File: config.mk
export PLATFORM = sky130hd
export DESIGN_NAME = isr_unit
export DESIGN_NICKNAME = d
export VERILOG_FILES = /design/src/rtl/isr_pkg.sv /design/src/rtl/isr_decode.sv /design/src/rtl/isr_sticky_bank.sv /design/src/rtl/isr_mask_reg.sv /design/src/rtl/isr_unit.sv
export SDC_FILE = /design/constraint.sdc
export NUM_CORES = 1
export LEC_CHECK = 0
export BUFFER_PORTS_ARGS = -buffer_cell sky130_fd_sc_hd__buf_4
export CAP_MARGIN = 20
export CELL_PAD_IN_SITES_DETAIL_PLACEMENT = 0
export CELL_PAD_IN_SITES_GLOBAL_PLACEMENT = 1
export CORE_UTILIZATION = 39
export CTS_BUF_LIST = sky130_fd_sc_hd__clkbuf_16
export CTS_CLUSTER_SIZE = 28
export DETAILED_ROUTE_END_ITERATION = 10
export PLACE_DENSITY = 0.93
export SLEW_MARGIN = 20
export SYNTH_ARGS = -nofsm -noshare
export SYNTH_HDL_FRONTEND = slang
export SYNTH_SLANG_ARGS = --single-unit
File: constraint.sdc
create_clock -name clk_i -period 3.75 [get_ports clk_i]
set_input_delay 0.375 -clock clk_i [delete_from_list [all_inputs] [get_ports clk_i]]
set_output_delay 0.375 -clock clk_i [all_outputs]
set_load 0.05 [all_outputs]
File: src/rtl/isr_pkg.sv
// Shared definitions for the interrupt status and mask unit.
// Holds the register offsets and the read-select encoding.
package isr_pkg;

    localparam int unsigned ISR_AW   = 16;
    localparam int unsigned ISR_DW   = 32;
    localparam int unsigned ISR_HALF = 16;

    localparam logic [ISR_AW-1:0] OFS_MAIN_STAT = 16'hF000;
    localparam logic [ISR_AW-1:0] OFS_MAIN_MASK = 16'hF010;
    localparam logic [ISR_AW-1:0] OFS_DMA_STAT  = 16'hE010;
    localparam logic [ISR_AW-1:0] OFS_DMA_MASK  = 16'hE020;

    typedef enum logic [2:0] {
        SEL_NONE,
        SEL_MAIN_STAT,
        SEL_MAIN_MASK,
        SEL_DMA_WORD
    } isr_sel_e;

endpackage

File: src/rtl/isr_decode.sv
// Address decoder for the register bus.
// Turns the address and write strobe into one write strobe per register
// and a read select. It also flags an all-zero write word.
// Assumes at most one access per cycle and a full-word data bus.
module isr_decode
    import isr_pkg::*;
(
    input  logic              wr_i,
    input  logic [ISR_AW-1:0] addr_i,
    input  logic [ISR_DW-1:0] wdata_i,
    output isr_sel_e          rd_sel_o,
    output logic              wr_main_stat_o,
    output logic              wr_main_mask_o,
    output logic              wr_dma_stat_o,
    output logic              wr_dma_mask_o,
    output logic              wdata_zero_o
);

    // Map the address onto a read select.
    always_comb begin
        unique case (addr_i)
            OFS_MAIN_STAT: rd_sel_o = SEL_MAIN_STAT;
            OFS_MAIN_MASK: rd_sel_o = SEL_MAIN_MASK;
            OFS_DMA_STAT,
            OFS_DMA_MASK:  rd_sel_o = SEL_DMA_WORD;
            default:       rd_sel_o = SEL_NONE;
        endcase
    end

    // Qualify each register's write strobe by its address.
    always_comb begin
        wr_main_stat_o = wr_i && (addr_i == OFS_MAIN_STAT);
        wr_main_mask_o = wr_i && (addr_i == OFS_MAIN_MASK);
        wr_dma_stat_o  = wr_i && (addr_i == OFS_DMA_STAT);
        wr_dma_mask_o  = wr_i && (addr_i == OFS_DMA_MASK);
        wdata_zero_o   = (wdata_i == '0);
    end

endmodule

File: src/rtl/isr_sticky_bank.sv
// Bank of sticky status bits with write-one-to-clear.
// A source pulse sets a bit. A clear removes the bits given in clr_data_i.
// When CLEAR_ALL_ON_ZERO is set, a clear whose write word was all zero
// removes every bit. A pulse takes priority over a clear in the same cycle.
module isr_sticky_bank #(
    parameter int unsigned W                 = 16,
    parameter bit          CLEAR_ALL_ON_ZERO = 1'b0
) (
    input  logic         clk_i,
    input  logic         rst_ni,
    input  logic [W-1:0] src_i,
    input  logic         clr_en_i,
    input  logic [W-1:0] clr_data_i,
    input  logic         clr_all_i,
    output logic [W-1:0] stat_o
);

    logic         take_all;
    logic [W-1:0] clr_vec;

    // Work out which bits this cycle's clear removes.
    always_comb begin
        take_all = clr_all_i && CLEAR_ALL_ON_ZERO;
        if (!clr_en_i)     clr_vec = '0;
        else if (take_all) clr_vec = '1;
        else               clr_vec = clr_data_i;
    end

    // Hold one sticky bit per source.
    for (genvar b = 0; b < W; b++) begin : g_bit
        logic bit_q;
        always_ff @(posedge clk_i) begin
            if (!rst_ni)        bit_q <= 1'b0;
            else if (src_i[b])  bit_q <= 1'b1;
            else if (clr_vec[b]) bit_q <= 1'b0;
        end
        assign stat_o[b] = bit_q;
    end

endmodule

File: src/rtl/isr_mask_reg.sv
// Mask register that a bus write replaces as a whole.
// It resets to all zeros, which masks every source.
module isr_mask_reg #(
    parameter int unsigned W = 16
) (
    input  logic         clk_i,
    input  logic         rst_ni,
    input  logic         wr_i,
    input  logic [W-1:0] wdata_i,
    output logic [W-1:0] mask_o
);

    // Load the full mask on a write.
    always_ff @(posedge clk_i) begin
        if (!rst_ni)   mask_o <= '0;
        else if (wr_i) mask_o <= wdata_i;
    end

endmodule

File: src/rtl/isr_unit.sv
// Interrupt status and mask unit (top).
// Has two groups: general sources with separate status and mask registers,
// and DMA completions with status and mask packed into one word.
// Each group drives a level interrupt while any unmasked status bit is set.
// Assumes MAIN_W <= 32 and DMA_CH <= 16.
module isr_unit
    import isr_pkg::*;
#(
    parameter int unsigned MAIN_W = 16,
    parameter int unsigned DMA_CH = 16
) (
    input  logic              clk_i,
    input  logic              rst_ni,
    input  logic              bus_wr_i,
    input  logic [15:0]       bus_addr_i,
    input  logic [31:0]       bus_wdata_i,
    output logic [31:0]       bus_rdata_o,
    input  logic [MAIN_W-1:0] main_src_i,
    input  logic [DMA_CH-1:0] dma_src_i,
    output logic              irq_main_o,
    output logic              irq_dma_o
);

    localparam int unsigned MASK_LO = ISR_HALF;
    localparam int unsigned MASK_HI = ISR_HALF + DMA_CH - 1;

    isr_sel_e          rd_sel;
    logic              wr_main_stat, wr_main_mask, wr_dma_stat, wr_dma_mask;
    logic              wdata_zero;
    logic [MAIN_W-1:0] main_stat_q, main_mask_q;
    logic [DMA_CH-1:0] dma_stat_q, dma_mask_q;
    logic [31:0]       dma_word;

    isr_decode u_dec (
        .wr_i           (bus_wr_i),
        .addr_i         (bus_addr_i),
        .wdata_i        (bus_wdata_i),
        .rd_sel_o       (rd_sel),
        .wr_main_stat_o (wr_main_stat),
        .wr_main_mask_o (wr_main_mask),
        .wr_dma_stat_o  (wr_dma_stat),
        .wr_dma_mask_o  (wr_dma_mask),
        .wdata_zero_o   (wdata_zero)
    );

    isr_sticky_bank #(.W(MAIN_W), .CLEAR_ALL_ON_ZERO(1'b1)) u_main_stat (
        .clk_i      (clk_i),
        .rst_ni     (rst_ni),
        .src_i      (main_src_i),
        .clr_en_i   (wr_main_stat),
        .clr_data_i (bus_wdata_i[MAIN_W-1:0]),
        .clr_all_i  (wdata_zero),
        .stat_o     (main_stat_q)
    );

    isr_mask_reg #(.W(MAIN_W)) u_main_mask (
        .clk_i   (clk_i),
        .rst_ni  (rst_ni),
        .wr_i    (wr_main_mask),
        .wdata_i (bus_wdata_i[MAIN_W-1:0]),
        .mask_o  (main_mask_q)
    );

    isr_sticky_bank #(.W(DMA_CH), .CLEAR_ALL_ON_ZERO(1'b0)) u_dma_stat (
        .clk_i      (clk_i),
        .rst_ni     (rst_ni),
        .src_i      (dma_src_i),
        .clr_en_i   (wr_dma_stat),
        .clr_data_i (bus_wdata_i[DMA_CH-1:0]),
        .clr_all_i  (wdata_zero),
        .stat_o     (dma_stat_q)
    );

    isr_mask_reg #(.W(DMA_CH)) u_dma_mask (
        .clk_i   (clk_i),
        .rst_ni  (rst_ni),
        .wr_i    (wr_dma_mask),
        .wdata_i (bus_wdata_i[MASK_HI:MASK_LO]),
        .mask_o  (dma_mask_q)
    );

    // Pack DMA status into the low half and the mask into the high half.
    always_comb begin
        dma_word                  = '0;
        dma_word[DMA_CH-1:0]      = dma_stat_q;
        dma_word[MASK_HI:MASK_LO] = dma_mask_q;
    end

    // Select the read data for the addressed register.
    always_comb begin
        bus_rdata_o = '0;
        unique case (rd_sel)
            SEL_MAIN_STAT: bus_rdata_o[MAIN_W-1:0] = main_stat_q;
            SEL_MAIN_MASK: bus_rdata_o[MAIN_W-1:0] = main_mask_q;
            SEL_DMA_WORD:  bus_rdata_o = dma_word;
            default:       bus_rdata_o = '0;
        endcase
    end

    // Raise each group's interrupt while any unmasked bit is pending.
    always_comb begin
        irq_main_o = |(main_stat_q & main_mask_q);
        irq_dma_o  = |(dma_stat_q & dma_mask_q);
    end

endmodule

# Word level (Yosys, flattened, before mapping)
# Cells that the tools add are included.
[word_totals]
register_bits = 64
latchBits = 0
ram_bits = 0
mem_bits_ro = 0
input_bits = 83
out_inout_bits = 34
wordCells = 153
mem_count = 0
[op_classes]
addsub = 0
multipliers = 0
n_div = 0
order_cmp = 0
n_eq_ne = 7
shift = 0
mux = 70
n_bitwise = 2
reduce_logical = 40
[ops]
columns = ["op", "n"]
rows = [
  ["equality test 16 bit (second input constant)", 4],
  ["2-to-1 mux 1 bit", 64],
  ["2-to-1 mux 16 bit", 4],
  ["nonzero test 2 bit", 32],
  ["one-hot mux 16 bit (3 select lines)", 1],
  ["bitwise AND 16 bit", 2],
  ["logical NOT 32 bit", 1],
  ["OR reduction 16 bit", 2],
  ["equality test 3 x 2 -> 1 bit (second input constant)", 2],
  ["one-hot mux 2 bit (3 select lines)", 1],
  ["logical AND 1 bit", 4],
  ["equality test 3 x 1 -> 1 bit (second input constant)", 1],
  ["OR reduction 2 bit", 1],
]

# Depth between registers and ports, before layout
# Gate-level depths: netlist (run 1).
[logic_depth]
ltp_word = 5
depth_mapped = 7
mapped_depth_nobuf = 4

# Cells and area by module
# From an unflattened synthesis (run 1), not the netlist that was laid out.
[hier_totals]
cells_unflattened = 410
hier_area_um2 = 3794.9
[modules_own_cells]
columns = ["mod", "n_inst", "cells_each", "area_each_um2", "seq_area_each_um2"]
rows = [
  ["isr_mask_reg", 2, 51, 615.6, 320.3],
  ["isr_unit", 1, 94, 813.3, 0.0],
  ["isr_sticky_bank at u_main_stat", 1, 100, 807.0, 320.3],
  ["isr_sticky_bank at u_dma_stat", 1, 83, 714.4, 320.3],
  ["isr_decode", 1, 31, 229.0, 0.0],
]

# Worst setup path before layout (run 1)
# OpenSTA, ideal clock, no wires.
[synth_timing]
kind = "input -> output"
startpoint = "input port bus_addr_i[3]"
endpoint = "output port bus_rdata_o[10]"
t_arrival_ns = 1.845
required_ns = 3.375
slack_ns = 1.530
stages = 7
n_path_buf = 3
cell_sequence = "nor4bb_1 -> and4_1 -> buf_6 -> and2_1 -> buf_6 -> buf_2 -> a221o_1"
[synth_via]
elab_chain_cells = 5
word_cells_on_any_way = 10
cone_classes = "eq/ne: 7; mux: 2; reduce/logical: 1"
[synth_rtl]
columns = ["element", "line_no", "text"]
rows = [
  ["from (decl)", "isr_unit.sv:15", "input logic [15:0] bus_addr_i,"],
  ["equality test 16 bit", "isr_decode.sv:21", "unique case (addr_i)"],
  ["OR reduction 2 bit", "isr_decode.sv:21", ""],
  ["one-hot mux 2 bit (3 select lines) (*)", "isr_decode.sv:21", ""],
  ["equality test 3 x 2 -> 1 bit / equality test 3 x 1 -> 1 bit (equally long branches)", "isr_unit.sv:92", "unique case (rd_sel)"],
  ["one-hot mux 16 bit (3 select lines) (*)", "isr_unit.sv:92", ""],
  ["to (decl)", "isr_unit.sv:17", "output logic [31:0] bus_rdata_o,"],
]
# Mark *: on every way between the ends. The rest lies on a longest branch, timed or not.

# Final worst setup path (run 1)
[layout_timing]
startpoint = "input port bus_addr_i[3]"
endpoint = "output port bus_rdata_o[6]"
# Same word-level chain as after synthesis.

==> results of run 1 <==
[worst max-delay path, cell delays in order]
cell and delay [ns]:
buf_4 0.11, nor4bb_1 0.30, and4_1 0.25, and2_1 0.60, a221o_1 0.30, buf_4 0.20
[metal layers]
metal / part of all wire, % / wire length (um) / track usage (%)
met1: 41 / 4640 / 32.5
met2: 49 / 5450 / 42.0
met3: 8.1 / 906 / 5.10
met4: 1.8 / 201 / 8.59
met5: 0 / 0 / 0
[through the flow]
stage | util [%] | setup slack [ns] | power (mW)
6_report | 53.9 | 1.24 | 1.62
5_1_grt | 53.9 | 1.15 | 1.67
4_1_cts | 53.9 | 1.26 | 1.62
3_5_place_dp | 50.9 | 1.27 | 0.912
3_3_place_gp | 50.9 | 1.30 | 0.907
2_1_floorplan | - | 1.53 | 0.799
[layout make-up]
| cell class | count | area [um2] | share of cell area (%) |
|---|---|---|---|
| clock buffers | 9 | 225 | 5.03 |
| inverters | 32 | 120 | 2.68 |
| repair buffers | 120 | 901 | 20.1 |
| multi-input cells | 267 | 1790 | 40.0 |
| clock inverters | 6 | 27.5 | 0.615 |
| well taps | 105 | 131 | 2.93 |
| flip-flops and latches | 64 | 1280 | 28.6 |
[where the power goes]
| part | switching, mW | internal (mW) | leakage, nW |
|---|---|---|---|
| Sequential | 0.0289 | 0.706 | 0.526 |
| Combinational | 0.0803 | 0.0857 | 1.63 |
| Clock | 0.283 | 0.433 | 0.130 |
| Total | 0.392 | 1.22 | 2.29 |
[state kept, by name, indices dropped and copies added, names as in the netlist]
signal,count
u_main_stat.g_bit.bit_q,16
u_main_mask.mask_o,16
u_dma_mask.mask_o,16
u_dma_stat.g_bit.bit_q,16
[cell families after synthesis]
| family | count (synthesis) | synth area share [%] |
|---|---|---|
| AND/OR/NAND/NOR | 122 | 18.9 |
| AO/OA/AOI/OAI | 112 | 24.3 |
| flip-flops | 64 | 38.0 |
| buffers and inverters | 64 | 9.08 |
| multiplexers | 32 | 9.49 |
| XOR/XNOR | 1 | 0.259 |
[layout by cell type, fill, tap and decap left out]
master	synthesis	final
o21ai_0	32	32
nor4b_1	1	1
buf_4	3	120
clkinv_2	0	4
nand4_1	4	4
nor4b_2	1	1
inv_1	32	32
and3_1	32	32
nor4_1	8	8
clkbuf_16	0	9
o21bai_1	16	16
a221o_1	16	16
nor2_2	0	1
a22o_1	8	8
nand3_4	1	1
xor2_1	1	1
a221oi_1	8	8
and4_1	2	2
nor4bb_1	1	1
a31oi_1	16	16
nor3_1	2	2
nor2b_1	1	1
clkinv_1	0	2
and3b_1	1	1
dfxtp_1	64	64
a41oi_1	16	16
mux2i_1	32	32
nand4b_2	1	1
nand2_1	65	65
and2_1	1	1
[worst min-delay path by stage]
stage                                       from                    endpoint  slack, ns  depth (start not counted)
after global placement    u_main_mask.mask_o[14]      u_main_mask.mask_o[14]       0.46                          2
after CTS                        bus_wdata_i[10]  u_dma_stat.g_bit[10].bit_q       0.28                          2
after floorplan            u_dma_mask.mask_o[12]       u_dma_mask.mask_o[12]       0.45                          2
final                            bus_wdata_i[10]  u_dma_stat.g_bit[10].bit_q       0.29                          2
after global routing             bus_wdata_i[10]  u_dma_stat.g_bit[10].bit_q       0.29                          2
after detailed placement   u_main_mask.mask_o[7]       u_main_mask.mask_o[7]       0.47                          2
==> metrics.yaml, run 1 <==
ys_top_cells_by_area: "dfxtp_1, mux2i_1, nand2_1, and3_1, a221o_1"
root_buffer: "clkbuf_16"
dpl_cell_area_mm2: 0.00422
cts_resized: 0
grt-ovfl-total: 0
setup_viol: 0
synth_edf_count: 0
powerDensity_mw_per_mm2: 361
numCtsBuffers: 9
clock.fmax_ghz: 0.398
via_per_inst: 5.76
place_inst: 588
fin_nets: 577
synth_seq_cells: 64
r2r_slack_ns: 2.91
grt_max_degree: 97
drtPass1Iterations: 5
hold_viol: 0
crit_end: "bus_rdata_o[6]"
r2r_cells: 2
syn_avg_cell_area_um2: 8.55
place_hpwl_um: 8110
drc_errors: 0
diodes: 0
path_class: "in -> out"
setup_tns_ns: 0
timing.max_slew.rel_slack_pct: 42.1
cp.arrival_ns: 2.14
syn_nets: 478
cp-start-kind: "primary input"
fin_crit_ns: 2.51
place.gp.congestion: 0.904
routed_wl_um: 11200
drv_slew: 0
cts_tree: "built"
synth_top_area_share_pct: 38.0
synth-async-reset-ratio_pct: 0
grt_usage_pct: 25.2
worstPathRequired_ns: 3.38
final_area_mm2: 0.00448
grt_pass1_vias: 3250
wl_per_cell_um: 18.6
timing.final.crit_share_pct: 67.0
synth_flop_cell: "dfxtp_1"
fp.dieArea_mm2: 0.00903
syn2layout_area_growth_pct: 32.6
leakagePower_nw: 2.29
grt_antenna_before_repair: 0
htree_levels: 3
drive_gt1_share_pct: 27.5
clock_latency_ns: 0.32
fillers: 777
grt_setup_unrepaired: "no"
synthTopCellsByCount: "nand2_1, dfxtp_1"
maxCapViolations: 0
clkSinkCount: 64
worst_slew_pin_slew_ns: 0.868
peakVddDrop_mv: 0.246
cp-end-kind: "output port"
cp_max_fo: 16
rr_startpoint: "u_dma_stat.g_bit[11].bit_q"
cts_setup_buffers: 0
worstSetupStartpoint: "bus_addr_i[3]"
rows: 33
first_iter_violations: 230
status: "finished, final reports clean"
path_clk_slew_ns: 0.05
ios: 117
synth_cells: 395
synth_area_leader_cell: "dfxtp_1"
start_util_pct: 40.7
die_h_um: 95.0
yosys_warnings: 0
syn-cell-area_mm2: 0.00338
hold_class: "in -> reg"
route.antenna.remaining_nets: 0
rr_endpoint: "u_dma_stat.g_bit[11].bit_q"
io_buffer_count: 116
core_mm2: 0.00830
hold_ws_ns: 0.292
ys_seq_area_share_pct: 38.0
die_w_um: 95.0
clockBufferDepth: 2
via_count: 3475
fin_cells: 603
ctsHoldBuffers: 0
grt_pass1_wl_um: 16900
skew_ns: 0
synth_most_common_cell: "nand2_1"
yosysUniqueCellTypes: 30
Power figures use the tool's default switching activity.
==> inputs of run 2 (changes only) <==
--- a/config.mk
+++ b/config.mk
@@ -5,15 +5,16 @@
 export SDC_FILE = /design/constraint.sdc
 export NUM_CORES = 1
 export LEC_CHECK = 0
+export ABC_AREA = 1
 export BUFFER_PORTS_ARGS = -buffer_cell sky130_fd_sc_hd__buf_4
 export CAP_MARGIN = 20
 export CELL_PAD_IN_SITES_DETAIL_PLACEMENT = 0
 export CELL_PAD_IN_SITES_GLOBAL_PLACEMENT = 1
-export CORE_UTILIZATION = 39
+export CORE_UTILIZATION = 31
 export CTS_BUF_LIST = sky130_fd_sc_hd__clkbuf_16
 export CTS_CLUSTER_SIZE = 28
 export DETAILED_ROUTE_END_ITERATION = 10
-export PLACE_DENSITY = 0.93
+export PLACE_DENSITY = 0.84
 export SLEW_MARGIN = 20
 export SYNTH_ARGS = -nofsm -noshare
 export SYNTH_HDL_FRONTEND = slang
==> constraint.sdc (replaced) <==
create_clock -name clk_i -period 2.1 [get_ports clk_i]
set_input_delay 0.21 -clock clk_i [delete_from_list [all_inputs] [get_ports clk_i]]
set_output_delay 0.21 -clock clk_i [all_outputs]
set_load 0.05 [all_outputs]
==> run 2 against run 1 <==
- hold slack lost 0.16 ns
- routed wire length decreased by 7.1%
- worst setup slack worse by 0.99 ns
- sequential share of layout area down 0.80 points
- first-iteration DRC count shrank 17%
- non-clock buffer count is 1 higher
==> metrics.yaml, run 2 <==
rr_endpoint: "u_dma_stat.g_bit[5].bit_q"
leakagePower_nw: 2.06
grt_pass1_vias: 3349
fillers: 1068
skew_ns: 0
synthTopCellsByCount: "inv_1, nand2_1, a21oi_1, dfxtp_1, o21ai_1"
cp_max_fo: 17
start_util_pct: 32.3
switching_share_pct: 22.8
drv_slew: 0
drtPass1Iterations: 5
clock_latency_ns: 0.32
die_w_um: 106
status: "finished, final reports clean"
cp-start-kind: "primary input"
fin_cells: 734
path_clk_slew_ns: 0.05
worstPathRequired_ns: 1.89
grt_usage_pct: 18.8
fp.dieArea_mm2: 0.0113
via_count: 3526
cts_tree: "built"
yosysUniqueCellTypes: 29
first_iter_violations: 191
r2r_cells: 2
root_buffer: "clkbuf_16"
cts_setup_buffers: 0
die_h_um: 106
maxCapViolations: 0
syn-cell-area_mm2: 0.00337
clkSinkCount: 64
synth_edf_count: 0
grt_antenna_before_repair: 0
yosys_warnings: 0
synth_most_common_cell: "inv_1"
hold_class: "in -> reg"
fin_nets: 676
syn2layout_area_growth_pct: 36.8
ys_top_cells_by_area: "dfxtp_1, inv_1, a21oi_1, nand2_1, o21ai_1"
routed_wl_um: 10400
synth-async-reset-ratio_pct: 0
cp_top_family: "simple AND/OR/NAND/NOR gates"
numCtsBuffers: 9
fin_crit_ns: 1.85
timing.max_slew.rel_slack_pct: 57.4
grt_setup_unrepaired: "no"
timing.final.crit_share_pct: 88.3
cpMaxStageDelayCell: "nand2_4"
synth_top_area_share_pct: 38.1
hold_viol: 0
critPathMaxStageDelay_ns: 0.21
route.antenna.remaining_nets: 0
cp-end-kind: "output port"
crit_chain: "buf_4, nor2_2, nand3_1, nor2_4, nand2_1, nand2_4, inv_2, nor2_1, buf_4"
via_per_inst: 4.80
syn_avg_cell_area_um2: 7.00
p_int_mw: 2.31
worstSetupStartpoint: "bus_addr_i[7]"
syn_nets: 564
clock.fmax_ghz: 0.539
synth_cells: 481
wl_per_cell_um: 14.2
path_class: "in -> out"
place_inst: 718
cp.depth: 9
worst_slew_pin_slew_ns: 0.638
clkPwrFrac_pct: 46.9
synth_area_leader_cell: "dfxtp_1"
powerDensity_mw_per_mm2: 649
place_hpwl_um: 7940
peakVddDrop_mv: 0.313
clockBufferDepth: 2
crit_buf_inv: 3
core_mm2: 0.0104
htree_levels: 3
power.switching_uw: 681
ys_seq_area_share_pct: 38.1
diodes: 0
cp.arrival_ns: 1.64
cts_resized: 0
drive_gt1_share_pct: 29.3
comb_power_share_pct: 9.6
path_common_cell: "buf_4"
layout_common_cells: "buf_4, inv_1, nand2_1, a21oi_1, dfxtp_1"
ios: 117
seqPwrFrac_pct: 43.5
ctsHoldBuffers: 0
rr_startpoint: "u_dma_stat.g_bit[5].bit_q"
drc_errors: 0
place.gp.congestion: 0.895
final_common_cell: "buf_4"
grt_max_degree: 34
synth_flop_cell: "dfxtp_1"
synth_seq_cells: 64
grt_pass1_wl_um: 16400
rows: 37
setup_tns_ns: 0
grt-ovfl-total: 0
setup_viol: 0
io_buffer_count: 116
crit_end: "bus_rdata_o[20]"
r2r_slack_ns: 1.39
run 2: cell types whose count changed in the layout (fill, tap and decap cells not counted), sizes merged, moves of 8 or more:
cell,delta
mux2i,-32
nor2,+46
a41oi,-16
nand3,+14
a21oi,+64
nand2,+15
a31oi,-16
o21bai,-16
inv,+67
a22o,-8
and3,-32
o221ai,+10
o21ai,+34
a221o,-16
run 2: routing by layer:
| layer | wire length (um) | vias to the layer above | global-route usage [%] |
|---|---|---|---|
| li1 | - | 1788 | - |
| met1 | 4920 | 1583 | 25.0 |
| met2 | 4560 | 137 | 29.3 |
| met3 | 682 | 18 | 3.25 |
| met4 | 247 | 0 | 9.13 |
| met5 | 0 | - | 0 |
run 2: cells by family after synthesis:
kind of cell           share of synthesized area, %
AOI/OAI and AO/OA                              26.0
and+or+nand+nor                                21.6
buffers and inverters                          14.3
DFF                                            38.1
run 2: worst min-delay path by stage:
stage	start	end	cells after the start
floorplan	dma_src_i[0]	u_dma_stat.g_bit[0].bit_q	2
global placement	u_main_stat.g_bit[2].bit_q	u_main_stat.g_bit[2].bit_q	2
detailed placement	u_main_stat.g_bit[3].bit_q	u_main_stat.g_bit[3].bit_q	2
CTS	main_src_i[9]	u_main_stat.g_bit[9].bit_q	3
global route	dma_src_i[10]	u_dma_stat.g_bit[10].bit_q	3
finish	main_src_i[9]	u_main_stat.g_bit[9].bit_q	3
run 2: worst register-to-register path, cell delays in order (launching register included):
cell	delay, ns
dfxtp_1	0.39
o21ai_0	0.11
a21oi_1	0.15
run 2: per-stage QoR:
step / total power, mW / area (um2) / utilization (%) / worst slack (ns) / hold WS (ns)
6_report: 2.99 / 4610 / 44.2 / 0.246 / 0.128
5_1_grt: 3.08 / 4610 / 44.2 / 0.135 / 0.139
4_1_cts: 3.00 / 4610 / 44.2 / 0.230 / 0.125
3_5_place_dp: 1.61 / 4320 / 41.5 / 0.237 / 0.457
3_3_place_gp: 1.61 / 4320 / 41.5 / 0.294 / 0.450
2_1_floorplan: 1.43 / 3370 / - / 0.169 / 0.344
run 2: layout make-up:
type / instances / area, um2 / area share [%]
clock buffer: 9 / 225 / 4.89
clock inverter: 7 / 56.3 / 1.22
inverter: 96 / 360 / 7.82
multi-input combinational: 301 / 1600 / 34.8
sequential: 64 / 1280 / 27.8
tap: 136 / 170 / 3.69
timing repair buffer: 121 / 908 / 19.7
run 2: power groups by stage:
stage	Clock (mW)	Combinational [mW]	Sequential (mW)
finish	1.40	0.288	1.30
global route	1.46	0.320	1.30
CTS	1.42	0.289	1.30
detailed placement	0	0.287	1.32
global placement	0	0.283	1.32
floorplan	0	0.122	1.31
